[config.mk]
export PLATFORM = sky130hd
export DESIGN_NAME = phy_reg_bridge
export DESIGN_NICKNAME = d
export VERILOG_FILES = /design/src/rtl/phy_reg_bridge.sv
export SDC_FILE = /design/constraint.sdc
export NUM_CORES = 1
export LEC_CHECK = 0
export BUFFER_PORTS_ARGS = -buffer_cell sky130_fd_sc_hd__buf_2
export CORE_ASPECT_RATIO = 1.25
export CORE_MARGIN = 8
export CORE_UTILIZATION = 45
export CTS_BUF_LIST = sky130_fd_sc_hd__clkbuf_8
export DETAILED_ROUTE_END_ITERATION = 12
export PLACE_DENSITY = 0.78
export SLEW_MARGIN = 40
export SYNTH_ARGS = -nofsm -noshare
export SYNTH_HDL_FRONTEND = slang
export SYNTH_SLANG_ARGS = --single-unit
[constraint.sdc]
create_clock -name clk -period 3.72 [get_ports clk]
set_clock_uncertainty 0.05 [all_clocks]
set_input_delay 0.186 -clock clk [delete_from_list [all_inputs] [get_ports clk]]
set_output_delay 0.186 -clock clk [all_outputs]
set_load 0.05 [all_outputs]
[src/rtl/phy_reg_bridge.sv]
module phy_reg_bridge #(
  parameter int DW             = 32,
  parameter int PHY_AW         = 8,
  parameter int TIMEOUT_CYCLES = 64
) (
  input  logic              clk,
  input  logic              rst_n,
  input  logic              host_we,
  input  logic [2:0]        host_addr,
  input  logic [DW-1:0]     host_wdata,
  output logic [DW-1:0]     host_rdata,
  output logic              phy_req_o,
  output logic              phy_we_o,
  output logic [PHY_AW-1:0] phy_addr_o,
  output logic              phy_grp_o,
  output logic [DW-1:0]     phy_wdata_o,
  input  logic [DW-1:0]     phy_rdata_i,
  input  logic              phy_ack_i,
  output logic              lane_en_o,
  output logic              phy_rst_o,
  output logic              phy_srst_o
);

  localparam int CW = $clog2(TIMEOUT_CYCLES + 1);
  localparam logic [CW-1:0] LAST = CW'(TIMEOUT_CYCLES - 1);

  logic [10:0]   cmd_q;
  logic [DW-1:0] wdata_q;
  logic [DW-1:0] rdata_q;
  logic          lane_q;
  logic [1:0]    rctl_q;
  logic          busy_q, done_q, err_q;
  logic [CW-1:0] cnt_q;

  logic wr_cmd, wr_dat, cmd_ok, go, idle_wr;

  assign wr_cmd  = host_we && host_addr == 3'd0 && !busy_q;
  assign wr_dat  = host_we && host_addr == 3'd1 && !busy_q;
  assign cmd_ok  = host_wdata[8] ^ host_wdata[9];
  assign go      = wr_cmd && cmd_ok && !done_q && lane_q && !rctl_q[1];
  assign idle_wr = wr_cmd && host_wdata[9:8] == 2'b00;

  assign phy_req_o   = busy_q;
  assign phy_we_o    = cmd_q[8];
  assign phy_grp_o   = cmd_q[10];
  assign phy_addr_o  = cmd_q[PHY_AW-1:0];
  assign phy_wdata_o = wdata_q;
  assign lane_en_o   = lane_q;
  assign phy_rst_o   = rctl_q[1];
  assign phy_srst_o  = rctl_q[0];

  always_ff @(posedge clk or negedge rst_n) begin
    if (!rst_n) begin
      cmd_q   <= '0;
      wdata_q <= '0;
      lane_q  <= 1'b0;
      rctl_q  <= '0;
    end else begin
      if (wr_cmd) cmd_q <= host_wdata[10:0];
      if (wr_dat) wdata_q <= host_wdata;
      if (host_we && host_addr == 3'd2) lane_q <= host_wdata[0];
      if (host_we && host_addr == 3'd3) rctl_q <= host_wdata[1:0];
    end
  end

  always_ff @(posedge clk or negedge rst_n) begin
    if (!rst_n) begin
      busy_q  <= 1'b0;
      done_q  <= 1'b0;
      err_q   <= 1'b0;
      cnt_q   <= '0;
      rdata_q <= '0;
    end else begin
      if (go) begin
        busy_q <= 1'b1;
        cnt_q  <= '0;
      end else if (busy_q) begin
        if (phy_ack_i) begin
          busy_q <= 1'b0;
          done_q <= 1'b1;
          if (cmd_q[9]) rdata_q <= phy_rdata_i;
        end else if (cnt_q == LAST) begin
          busy_q <= 1'b0;
          done_q <= 1'b1;
          err_q  <= 1'b1;
        end else begin
          cnt_q <= cnt_q + 1'b1;
        end
      end
      if (idle_wr) begin
        done_q <= 1'b0;
        err_q  <= 1'b0;
      end
    end
  end

  always_comb begin
    case (host_addr)
      3'd0:    host_rdata = DW'(cmd_q);
      3'd1:    host_rdata = wdata_q;
      3'd2:    host_rdata = DW'(lane_q);
      3'd3:    host_rdata = DW'(rctl_q);
      3'd4:    host_rdata = rdata_q;
      3'd5:    host_rdata = DW'({err_q, done_q});
      default: host_rdata = '0;
    endcase
  end

endmodule

==> reports/summary.txt <==
status -> complete, no violations
clk slew on worst S/H paths -> 0.08 ns
Port Buf Inserts -> 148
Netlist cell types -> 37
initial core utilization -> 46.5%
Leak -> 2.72 nW
post-DP HPWL -> 7.45 mm
vias in the first global route -> 3364
Final WS setup -> 1.57 ns
Post-CTS Setup Repair Bufs -> 0
top-area cell type share of the netlist area -> 54.4%
Post-CTS Resized -> 0
Gate Count Post-Synth -> 318
clock buffer count from CTS -> 9
HP Class -> in2reg
Fmax -> 465 MHz
core area -> 8700 um^2
Worst VDD drop -> 0.318 mV
share of cells above drive strength 1 -> 52.0%
global-route wire length before repair -> 16.8 mm
CP max FO -> 21
Die X -> 101 um
DRT Wirelength -> 10.6 mm
WP data required -> 3.48 ns
Place WS -> 1.56 ns
Cell Area, Synth -> 4050 um^2
# hold bufs at CTS -> 21
Final Instance Area -> 5210 um^2
Final period util -> 57.8%
grt ovf -> 0
Crit Path Category -> in2out
crit path DAT -> 1.91 ns
Max Slew Vio Count -> 0
initial antenna violation count -> 1
DRC viols -> 0
Synth Net Count -> 391
crit path launch type -> input port
site row count -> 38
Ys Warns -> 0
Pwr Density -> 525 nW/um^2
full die area -> 12300 um^2
DR iter-0 viols -> 79
DRT Pass-1 Iters -> 5
Ports -> 149
nets -> 545
Finish-stage setup viols -> 0
syn_area_per_cell -> 12.7 um^2
Seq cells post-synth -> 88
via count -> 3091
largest net degree at the start of global routing -> 89
routed len/inst -> 17.7 um
htree depth -> 3
max-cap violations -> 0
Max clock buf depth -> 2
Worst-Skew Late Latency -> 0.35 ns
clock sinks -> 88
area leader, netlist -> dfrtp_1
Post-DRT Antenna Nets -> 0
Fin Setup TNS -> 0 ns
Layout area overhead -> 28.6%
Filler Cells Inserted -> 711
DIE HEIGHT -> 122 um
synth top area cells -> dfrtp_1, mux2_2, a22o_1, mux2i_1, nor2_1
root buf cell -> clkbuf_8
Hold Fails Final Rpt -> 0
Via density -> 5.17
Slew headroom -> 43.7%
CTS tree -> done
RSZ-0062 raised after global routing -> false
Worst Tran Pin Value -> 0.844 ns
placer's final routability congestion estimate -> 0.768
All-Layer GR Usage -> 17.5%
CP endpoint kind -> output port
post-synthesis sequential area ratio -> 54.4%
Post-DP Area -> 4790 um^2
fin crit period -> 2.15 ns
cell families after synthesis:
logic type                 count (synthesis)  synth area share, %
muxes                                     88                 24.1
and+or+nand+nor                           54                 6.77
buffers and inverters                     32                 4.85
DFF                                       88                 54.4
adders and majority gates                  2                0.618
AOI/OAI and AO/OA                         53                 9.05
xor gates and xnor gates                   1                0.216
Yosys cell counts:
cell and n:
a21oi_1 14, buf_1 1, and2_1 1, a22oi_1 2, nor3b_2 1, o221ai_1 1
or4_1 1, a31oi_1 1, o21ai_0 9, mux2i_1 12, nand2_1 7, xor2_1 1
nand4b_1 2, nand4_1 1, or3_1 2, buf_6 3, nand2b_1 2, clkbuf_1 2
and2b_2 1, dfrtp_1 88, a22o_1 21, nor4bb_1 1, buf_2 10, mux2_2 76
nand2_2 2, o22ai_1 1, o211ai_1 1, nor2_1 25, o21ai_2 1, nor2b_2 1
nor2_2 2, ha_1 2, nand3_1 4, o31ai_1 2, inv_1 5, nor2b_1 1
buf_4 11
layout make-up:
class / count / area [um^2] / area share (%)
Clock buffer: 11 / 151 / 2.91
Sequential cell: 88 / 2200 / 42.3
Tap cell: 120 / 150 / 2.88
Timing Repair Buffer: 170 / 967 / 18.6
Multi-Input combinational cell: 198 / 1670 / 32.0
Inverter: 5 / 18.8 / 0.360
Antenna cell: 1 / 2.50 / 0.0481
Clock inverter: 5 / 47.5 / 0.913
per-stage QoR:
step	total power [mW]	hold WS, ns	utilization [%]	instances
global route	2.86	0.00470	59.9	598
detailed placement	2.09	0.259	55.0	560
global placement	2.07	0.369	54.9	560
floorplan	1.87	-0.160	-	318
CTS	2.77	0.000835	59.7	597
finish	2.74	0.0179	59.9	598
cells in the final DEF, fill, tap and decap left out, types with 2 or more instances in the layout:
master / instances
a21oi_1: 14
a22o_1: 21
a22oi_1: 2
buf_2: 147
clkbuf_8: 12
clkinv_2: 2
dfrtp_1: 88
dlygate4sd3_1: 21
ha_1: 2
inv_1: 7
mux2_2: 76
mux2i_1: 12
nand2_1: 7
nand2b_1: 2
nand3_1: 3
nand4b_1: 2
nor2_1: 25
nor2_2: 2
o21ai_0: 9
o31ai_1: 2
or3_1: 2
per-layer routing:
metal	up-vias	wire (um)	global-route usage, %
li1	1442	-	-
met2	104	5650	31.5
met3	12	652	3.60
met4	0	198	9.19
met1	1533	4070	18.8
met5	-	0	0
where the power goes:
part,internal [mW],leakage (nW),switching [mW]
sequential,1.09,1.14,0.0986
combinational,0.256,1.47,0.646
clock,0.340,0.112,0.309
state kept, by name (all words and copies together) (netlist names):
name	cells
cmd_q	11
cnt_q	7
done_q	1
err_q	1
lane_en_o	1
phy_req_o	1
phy_wdata_o	32
rctl_q	2
rdata_q	32
final timing paths:
check	start	endpoint	slack, ns	cells past startpoint
hold / removal	host_wdata[12]	phy_wdata_o[12]	0.02	2
hold reg to reg	rdata_q[21]	rdata_q[21]	0.46	1
max in group asynchronous	rst_n	phy_wdata_o[11]	2.71	2
setup reg to reg	cnt_q[0]	cnt_q[5]	1.97	5
setup / recovery	host_addr[2]	host_rdata[28]	1.57	4
min in group asynchronous	rst_n	phy_wdata_o[3]	0.39	2
worst max-delay path, cell delays in order:
cell,delay (ns)
buf_2,0.41
and2_1,0.77
a22o_1,0.27
buf_2,0.27
Power figures use the tool's default switching activity.
